==> config.mk <==
export PLATFORM = sky130hd
export DESIGN_NAME = icap_unit
export DESIGN_NICKNAME = d
export VERILOG_FILES = /design/src/rtl/icap_pkg.sv /design/src/rtl/icap_sync.sv /design/src/rtl/icap_edge.sv /design/src/rtl/icap_store.sv /design/src/rtl/icap_unit.sv
export SDC_FILE = /design/constraint.sdc
export NUM_CORES = 1
export LEC_CHECK = 0
export ABC_AREA = 1
export CAP_MARGIN = 20
export CORE_ASPECT_RATIO = 0.6
export CORE_MARGIN = 8
export CORE_UTILIZATION = 27
export DETAILED_ROUTE_END_ITERATION = 10
export PLACE_DENSITY = 0.57
export SLEW_MARGIN = 5
export SYNTH_ARGS = -nofsm -noshare
export SYNTH_HDL_FRONTEND = slang
export SYNTH_SLANG_ARGS = --single-unit
export TNS_END_PERCENT = 1
==> constraint.sdc <==
create_clock -name clk -period 1.18 [get_ports clk]
set_clock_uncertainty 0.05 [all_clocks]
set_input_delay 0.177 -clock clk [delete_from_list [all_inputs] [get_ports clk]]
set_output_delay 0.177 -clock clk [all_outputs]
set_load 0.01 [all_outputs]
==> src/rtl/icap_pkg.sv <==
package icap_pkg;
  typedef enum logic {
    SRC_PIN = 1'b0,
    SRC_CMP = 1'b1
  } icap_src_e;

  localparam int unsigned N_SRC = 2;
endpackage

==> src/rtl/icap_sync.sv <==
module icap_sync #(
  parameter int unsigned STAGES = 2
) (
  input  logic clk,
  input  logic rst,
  input  logic d_i,
  output logic q_o
);
  logic [STAGES-1:0] sh_q;

  always_ff @(posedge clk) begin
    if (rst) sh_q <= '0;
    else     sh_q <= {sh_q[STAGES-2:0], d_i};
  end

  assign q_o = sh_q[STAGES-1];
endmodule

==> src/rtl/icap_edge.sv <==
module icap_edge
  import icap_pkg::*;
#(
  parameter int unsigned SYNC_STAGES = 2
) (
  input  logic      clk,
  input  logic      rst,
  input  logic      pin_i,
  input  logic      cmp_i,
  input  icap_src_e src_i,
  input  logic      pol_rise_i,
  output logic      hit_o
);
  logic [N_SRC-1:0] raw, syn, prev_q, rise, fall;

  assign raw = {cmp_i, pin_i};

  // Both sources get equal-depth synchronisers so their latencies match.
  for (genvar g = 0; g < N_SRC; g++) begin : g_src
    icap_sync #(.STAGES(SYNC_STAGES)) u_sync (
      .clk (clk),
      .rst (rst),
      .d_i (raw[g]),
      .q_o (syn[g])
    );
  end

  // Each source keeps its own history, so select/polarity changes cannot fake an edge.
  always_ff @(posedge clk) begin
    if (rst) prev_q <= '0;
    else     prev_q <= syn;
  end

  assign rise = syn & ~prev_q;
  assign fall = ~syn & prev_q;

  always_comb begin
    unique case (src_i)
      SRC_PIN: hit_o = pol_rise_i ? rise[0] : fall[0];
      SRC_CMP: hit_o = pol_rise_i & rise[1];
      default: hit_o = 1'b0;
    endcase
  end
endmodule

==> src/rtl/icap_store.sv <==
module icap_store #(
  parameter int unsigned CNT_W = 16
) (
  input  logic             clk,
  input  logic             rst,
  input  logic [CNT_W-1:0] count_i,
  input  logic             hit_i,
  input  logic             clr_i,
  input  logic             irq_en_i,
  input  logic             rd_hi_i,
  input  logic             rd_lo_i,
  output logic             flag_o,
  output logic             irq_o,
  output logic [CNT_W/2-1:0] rd_data_o
);
  localparam int unsigned BYTE_W = CNT_W / 2;

  logic [CNT_W-1:0]  cap_q;
  logic              flag_q, irq_q, flag_nxt;
  logic [BYTE_W-1:0] rd_q;

  // A capture on the clear cycle wins.
  assign flag_nxt = hit_i | (flag_q & ~clr_i);

  always_ff @(posedge clk) begin
    if (rst) begin
      cap_q  <= '0;
      flag_q <= 1'b0;
      irq_q  <= 1'b0;
      rd_q   <= '0;
    end else begin
      if (hit_i) cap_q <= count_i;
      flag_q <= flag_nxt;
      irq_q  <= flag_nxt & irq_en_i;
      if (rd_hi_i)      rd_q <= cap_q[CNT_W-1:BYTE_W];
      else if (rd_lo_i) rd_q <= cap_q[BYTE_W-1:0];
    end
  end

  assign flag_o    = flag_q;
  assign irq_o     = irq_q;
  assign rd_data_o = rd_q;

  AST_SET_FLAG: assert property (@(posedge clk) disable iff (rst)
    hit_i |=> flag_q);
  AST_CLR_FLAG: assert property (@(posedge clk) disable iff (rst)
    (clr_i && !hit_i) |=> !flag_q);
  AST_CAP_HOLD: assert property (@(posedge clk) disable iff (rst)
    !hit_i |=> $stable(cap_q));
  AST_IRQ_NEEDS_FLAG: assert property (@(posedge clk) disable iff (rst)
    irq_q |-> flag_q);
  AST_RD_HIGH: assert property (@(posedge clk) disable iff (rst)
    rd_hi_i |=> rd_q == $past(cap_q[CNT_W-1:BYTE_W]));
  AST_RD_IDLE: assert property (@(posedge clk) disable iff (rst)
    (!rd_hi_i && !rd_lo_i) |=> $stable(rd_q));
endmodule

==> src/rtl/icap_unit.sv <==
module icap_unit
  import icap_pkg::*;
#(
  parameter int unsigned CNT_W       = 16,
  parameter int unsigned SYNC_STAGES = 2
) (
  input  logic               clk,
  input  logic               rst,
  input  logic [CNT_W-1:0]   count_i,
  input  logic               cap_pin_i,
  input  logic               cmp_flag_i,
  input  logic               src_cmp_i,
  input  logic               pol_rise_i,
  input  logic               irq_en_i,
  input  logic               flag_clr_i,
  input  logic               rd_hi_i,
  input  logic               rd_lo_i,
  output logic               cap_flag_o,
  output logic               irq_o,
  output logic [CNT_W/2-1:0] rd_data_o
);
  logic hit;

  icap_edge #(.SYNC_STAGES(SYNC_STAGES)) u_edge (
    .clk        (clk),
    .rst        (rst),
    .pin_i      (cap_pin_i),
    .cmp_i      (cmp_flag_i),
    .src_i      (icap_src_e'(src_cmp_i)),
    .pol_rise_i (pol_rise_i),
    .hit_o      (hit)
  );

  icap_store #(.CNT_W(CNT_W)) u_store (
    .clk       (clk),
    .rst       (rst),
    .count_i   (count_i),
    .hit_i     (hit),
    .clr_i     (flag_clr_i),
    .irq_en_i  (irq_en_i),
    .rd_hi_i   (rd_hi_i),
    .rd_lo_i   (rd_lo_i),
    .flag_o    (cap_flag_o),
    .irq_o     (irq_o),
    .rd_data_o (rd_data_o)
  );

  AST_CMP_FALL_MUTE: assert property (@(posedge clk) disable iff (rst)
    (src_cmp_i && !pol_rise_i && !cap_flag_o) |=> !cap_flag_o);
  AST_IRQ_MASKED: assert property (@(posedge clk) disable iff (rst)
    !irq_en_i |=> !irq_o);
endmodule

==> results of run 1 <==
logic make-up after synthesis:
group / Yosys count / share of synthesized area [%]
and+or+nand+nor: 81 / 30.3
buffers and inverters: 40 / 13.7
DFF: 32 / 42.2
AOI/OAI and AO/OA: 24 / 13.8
timing repair:
item                       4_1_cts  5_1_grt
hold endpoints to repair         0        0
buffers inserted                 0        1
pin swaps                        0        2
setup endpoints to repair       16       22
gates cloned                     0        1
resized for setup               12       15
routing by layer:
| metal | vias up | GRT usage (%) | routed length [um] |
|---|---|---|---|
| met1 | 573 | 12.6 | 1970 |
| met2 | 26 | 12.7 | 1510 |
| li1 | 669 | - | - |
| met4 | 0 | 3.56 | 43 |
| met3 | 5 | 4.21 | 223 |
| met5 | - | 0 | 0 |
worst register-to-register path, stage by stage (launching register included):
cell	delay, ps
dfxtp_2	330
inv_2	60
nand3_2	70
nand2_4	100
nand2_8	90
clkbuf_16	170
a21oi_2	120
nor2_2	50
placed cells by master (no fill, tap or decap), drive strengths merged, types with 3 or more instances in the layout:
master and n:
clkdlybuf4s15 3, buf 18, o221ai 8, nor3 8, clkdlybuf4s50 24, dfxtp 32, nand2 21, clkbuf 9
dlygate4sd2 6, nand3 20, inv 30, nor2 32, a21oi 16
area by class of cell:
type                       count  area [um2]
clock inverter                 1        30.0
timing repair buffer          54         562
fill                         542        3260
sequential                    32         643
clock buffer                   7        96.3
tap                           69        86.3
multi-input combinational    105         696
inverter                      31         116
state kept, by name (all words and copies together), names as in the netlist:
name / cells
u_edge.g_src.u_sync.sh_q: 4
u_edge.prev_q: 2
u_store.irq_o: 1
u_store.cap_q: 16
u_store.rd_data_o: 8
u_store.flag_o: 1
power by group through the flow:
| stage | logic, mW | registers, mW | clock network [mW] |
|---|---|---|---|
| final | 0.374 | 1.17 | 1.16 |
| after global routing | 0.415 | 1.17 | 1.25 |
| after CTS | 0.367 | 1.17 | 1.18 |
| after detailed placement | 0.376 | 1.19 | 0 |
| after global placement | 0.372 | 1.19 | 0 |
| after floorplan | 0.173 | 1.19 | 0 |
through the flow:
stage | cell area, um2 | hold WS, ps | worst slack (ps) | total power [mW]
2_1_floorplan | 1520 | 198 | 139 | 1.36
6_report | 2230 | 354 | 43.4 | 2.70
4_1_cts | 2160 | 356 | -6.94 | 2.71
5_1_grt | 2230 | 374 | -13.4 | 2.84
3_5_place_dp | 2040 | 347 | -325 | 1.57
3_3_place_gp | 2040 | 339 | -313 | 1.56
path summary, 6_finish.rpt:
check / cells past startpoint / end / slack (ps)
setup reg to reg: 7 / u_store.cap_q[6] / 40
hold reg to reg: 2 / u_edge.g_src[0].u_sync.sh_q[1] / 350
setup / recovery: 7 / u_store.cap_q[6] / 40
hold / removal: 2 / u_edge.g_src[0].u_sync.sh_q[1] / 350
==> results_dict.tcl, run 1 <==
set metrics [dict create \
    outcome "complete, no violations" \
    share_clk_of_total_power_pct 42.9 \
    layoutNonFillerInstCount 299 \
    max_cap_viol_count 0 \
    cts_root_buf "clkbuf_8" \
    drt_iter0_drc 35 \
    setup.worst_path.end_class "flop" \
    post_synth_num_cell_types 19 \
    layout_min_cycle_time_ps 1140 \
    final_stage_net_count 255 \
    worstHoldStart "u_edge.g_src[0].u_sync.sh_q[0]" \
    min_path_type "reg -> reg" \
    synth.cell_area_um2 1520 \
    layout-drive-gt1-share_pct 33.5 \
    seqPwrFrac_pct 43.3 \
    static-leakage-power_nw 1.06 \
    portion_of_the_post_synthesis_area_used_by_sequential_elements_pct 42.2 \
    total_global_route_track_usage_pct 9.37 \
    power.share.combinational_pct 13.9 \
    yosys-top-cells-area "dfxtp_1 (42%), nand3_2 (9.9%), a21oi_2 (9.2%)" \
    yosys.cell_count.top_type "dfxtp_1" \
    clock_tree.htree_level_count 2 \
    first_pass_grt_wire_length_mm 6.08 \
    timing_worst_slew_pin_value_ps 200 \
    worstSetupStartpoint "u_edge.g_src[0].u_sync.sh_q[1]" \
    starting_utilization_of_the_core_area_pct 27.6 \
    netSwitchingFraction_pct 22.7 \
    synth.yosys.warnings 0 \
    dpl.cell_count 289 \
    dp_hpwl_mm 2.81 \
    rsz0062_at_grt "true" \
    netlist.top_cell.by_area "dfxtp_1" \
    grt_antenna_before_repair 0 \
    crit_path_max_fanout 8 \
    p_int_mw 2.08 \
    routed_wire_length_per_instance_um 12.5 \
    critPathSlowestCell "dfxtp_2" \
    largest_net_degree_at_the_start_of_global_routing 15 \
    pin_count 36 \
    final_standard_cell_utilization_of_the_core_pct 40.6 \
    drt.antenna.violating_nets 0 \
    path_clk_slew_ps 60 \
    timing.critical_path.buf_inv 2 \
    layout_worst_path_cycle_share_pct 96.3 \
    worst_path_largest_cell_delay_ps 330 \
    worstPathArrival_ps 1270 \
    ys_top_cells_by_count "dfxtp_1 (32), inv_1 (27), nor2_1 (26)" \
    critPathTopFamily "flip-flops" \
    antenna-diode-count 0 \
    worst_skew_pair.late_latency_ps 280 \
    first_global_vias 1205 \
    worst_setup_path_start_kind "flop" \
    slew_headroom_pct 86.6 \
    setup_violations 0 \
    synth-async-reset-ratio_pct 0 \
    power.density_nw_per_um2 1210 \
    r2r_start "u_edge.g_src[0].u_sync.sh_q[1]" \
    setup.worst_path.class "reg -> reg" \
    hold_violations 0 \
    die_area_um2 8350 \
    post-route-drc-count 0 \
    count_of_input_and_output_buffers 35 \
    placement_rows 21 \
    fp.coreArea_um2 5490 \
    cts_sinks 32 \
    fin_tns_setup_ps 0 \
    detailed_route_wl_mm 3.75 \
    maxClockFrequency_mhz 880 \
    floorplan.die.width_um 113 \
    clock_path_buffers 2 \
    area_growth_syn_to_layout_pct 46.9 \
    hold_buffers 0 \
    final_max_slew_viol_count 0 \
    via_per_inst 4.26 \
    number_of_vias_after_detailed_routing 1273 \
    synth.net_count 203 \
    vdd.ir_drop.worst_mv 0.407 \
    postSynth.topFlopCell "dfxtp_1" \
    worst_ep_required_time_ps 1310 \
    post_synth_inst_count 177 \
    count_of_flip_flops_with_a_built_in_enable_after_synthesis 0 \
    drt-pass1-iter-count 4 \
    cts_made_buffers 5 \
    tritoncts "yes" \
    synth_top_cell_area_share_pct 42.2 \
    crit_chain "inv_2, nand3_2, nand2_4, nand2_8, clkbuf_16, a21oi_2, nor2_2" \
    gp_routability_congestion 0.788 \
    p_sw_mw 0.613 \
    avgSynthCellArea_um2 8.57 \
    die_height_um 74.1 \
    globalRoute.totalOverflow 0 \
    synth-seq-cells 32 \
]
No activity file was read; power rests on OpenSTA's default activity.
==> inputs of run 2 (changes only) <==
--- a/config.mk
+++ b/config.mk
@@ -6,7 +6,6 @@
 export NUM_CORES = 1
 export LEC_CHECK = 0
 export ABC_AREA = 1
-export CAP_MARGIN = 20
 export CORE_ASPECT_RATIO = 0.6
 export CORE_MARGIN = 8
 export CORE_UTILIZATION = 27
==> results of run 2 <==
Final layout, timing and power as in run 1 (identical DEF).
==> inputs of run 3 (changes only) <==
--- a/config.mk
+++ b/config.mk
@@ -11,6 +11,7 @@
 export CORE_UTILIZATION = 27
 export DETAILED_ROUTE_END_ITERATION = 10
 export PLACE_DENSITY = 0.57
+export REMOVE_ABC_BUFFERS = 1
 export SLEW_MARGIN = 5
 export SYNTH_ARGS = -nofsm -noshare
 export SYNTH_HDL_FRONTEND = slang
==> run 3 against run 2 <==
  * Via count fell by 4.1%
  * Power fell by 15%
  * Sequential cell count did not move
  * Wire length fell by 7.5%
  * Sequential power barely moved
  * Clock-buffer cell count fell by 1
  * Hold slack got worse by 10 ps
  * Utilization fell by 2.3 points
  * Non-clock buffer count fell by 5
  * Clock power fell by 34%
  * Sequential share of layout area rose by 1.8 points
  * Critical endpoint is now rd_data_o[5]
  * Largest cell class unchanged
  * Highest routed layer unchanged
==> results_dict.tcl, run 3 (synthesized netlist as in run 1, its figures left out) <==
set metrics [dict create \
    number_of_vias_after_detailed_routing 1221 \
    path_clk_slew_ps 60 \
    layout_min_cycle_time_ps 1130 \
    die_area_um2 8350 \
    setup.worst_path.end_class "output port" \
    post-layout-total-power_mw 2.29 \
    worst_setup_path_start_kind "flop" \
    grt_antenna_before_repair 0 \
    floorplan.die.width_um 113 \
    crit_path_max_fanout 2 \
    netSwitchingFraction_pct 24.6 \
    most-common-layout-cells "dfxtp_1 (30), inv_1 (26), nor2_1 (26)" \
    worstPathArrival_ps 900 \
    antenna-diode-count 0 \
    depth_of_the_worst_register_to_register_path 7 \
    die_height_um 74.1 \
    largest_reg_flops 16 \
    seqPwrFrac_pct 50.8 \
    post-route-worst-setup-slack_ps 51.5 \
    critPathSlowestCell "dfxtp_1" \
    min_path_cells 2 \
    static-leakage-power_nw 1.02 \
    layout_worst_path_cycle_share_pct 95.6 \
    critPathTopFamily "flip-flops" \
    pin_count 36 \
    starting_utilization_of_the_core_area_pct 27.6 \
    drt_iter0_drc 35 \
    timing.critical_path.depth 1 \
    final_max_slew_viol_count 0 \
    final_stage_net_count 250 \
    clock_tree.htree_level_count 2 \
    outcome "complete, no violations" \
    fp.coreArea_um2 5490 \
    cts_made_buffers 5 \
    power.share.combinational_pct 15.6 \
    cts_root_buf "clkbuf_8" \
    cts_sinks 32 \
    largest_register "u_store.cap_q" \
    dp_hpwl_mm 2.65 \
    placement_rows 21 \
    power.density_nw_per_um2 1090 \
    timing_worst_slew_pin_value_ps 215 \
    tritoncts "yes" \
    setup.worst_path.class "reg -> out" \
    count_of_input_and_output_buffers 35 \
    place_worst_setup_slack_ps -324 \
    r2r_setup_slack_ps 80 \
    globalRoute.totalOverflow 0 \
    gp_routability_congestion 0.765 \
    hold_buffers 0 \
    detailed_route_wl_mm 3.47 \
    min_path_type "reg -> reg" \
    total_global_route_track_usage_pct 8.89 \
    p_sw_mw 0.563 \
    vdd.ir_drop.worst_mv 0.400 \
    rsz0062_at_grt "false" \
    hold_violations 0 \
    setup_violations 0 \
    worst_ep_required_time_ps 950 \
    worst_path_largest_cell_delay_ps 350 \
    max_cap_viol_count 0 \
    timing.critical_path.buf_inv 1 \
    first_global_vias 1205 \
    layout_commonest_cell "dfxtp_1" \
    p_int_mw 1.73 \
    via_per_inst 4.17 \
    fillerInstances 579 \
    crit_chain "dlygate4sd2_1" \
    post-route-drc-count 0 \
    layout-drive-gt1-share_pct 30.4 \
    routed_wire_length_per_instance_um 11.8 \
    final.hold.worst_slack_ps 344 \
    worst_skew_pair.late_latency_ps 270 \
    maxClockFrequency_mhz 886 \
    drt.antenna.violating_nets 0 \
    largest_net_degree_at_the_start_of_global_routing 26 \
    first_pass_grt_wire_length_mm 5.80 \
    drt-pass1-iter-count 6 \
    area_growth_syn_to_layout_pct 38.5 \
    slew_headroom_pct 85.5 \
    share_clk_of_total_power_pct 33.6 \
    clock_path_buffers 2 \
]
==> run 3: cell count changes in the layout (fill, tap and decap cells not counted), sizes merged <==
cell,change
bufinv,-1
clkdlybuf4s15,-3
buf,-4
dlygate4sd2,+5
clkdlybuf4s50,-1
clkinv,+1
clkbuf,-3
==> run 3: power by group through the flow <==
stage	Clock [mW]	Combinational [mW]	Sequential, mW
after detailed placement	0	0.377	1.19
after floorplan	0	0.153	1.19
after global placement	0	0.375	1.19
final	0.770	0.358	1.16
after global routing	0.861	0.397	1.17
after CTS	0.806	0.364	1.16
==> run 3: layout make-up <==
| type | instances | area, um2 | area share (%) |
|---|---|---|---|
| Multi-Input combinational cell | 105 | 672 | 32.0 |
| Clock inverter | 1 | 5.00 | 0.238 |
| Timing Repair Buffer | 49 | 507 | 24.1 |
| Sequential cell | 32 | 643 | 30.6 |
| Tap cell | 69 | 86.3 | 4.11 |
| Inverter | 31 | 116 | 5.54 |
| Clock buffer | 6 | 72.6 | 3.45 |
==> run 3: per-layer routing <==
metal,part of all wire [%],up-vias,GRT usage [%]
met5,0,-,0
met4,0.98,0,3.12
met3,6.0,2,3.73
met2,43,25,12.6
met1,50,536,11.8
li1,-,658,-
==> run 3: repair_timing <==
action / 4_1_cts / 5_1_grt
buffers inserted: 0 / 0
setup endpoints to repair: 22 / 10
resized for setup: 11 / 5
==> run 3: path summary, 6_finish.rpt <==
| check | from | endpoint |
|---|---|---|
| worst min-delay path | u_edge.g_src[0].u_sync.sh_q[0] | u_edge.g_src[0].u_sync.sh_q[1] |
| worst max-delay path | u_store.rd_data_o[5] | rd_data_o[5] |
| worst min register to register | u_edge.g_src[0].u_sync.sh_q[0] | u_edge.g_src[0].u_sync.sh_q[1] |
| worst max register to register | u_edge.prev_q[0] | u_store.cap_q[6] |
==> run 3: tightest hold or removal path: stages (launching register included) <==
cell     delay, ps
dfxtp_1        290
inv_1           40
nor2_1          30
==> run 3: metrics by stage <==
step                TNS (ps)  area (um2)  utilization [%]  cells
floorplan              -1330        1430                -    168
global placement       -6250        2030             37.0    286
detailed placement     -6440        2030             37.0    286
CTS                        0        2090             38.1    293
global route               0        2100             38.3    293
finish                     0        2100             38.3    293
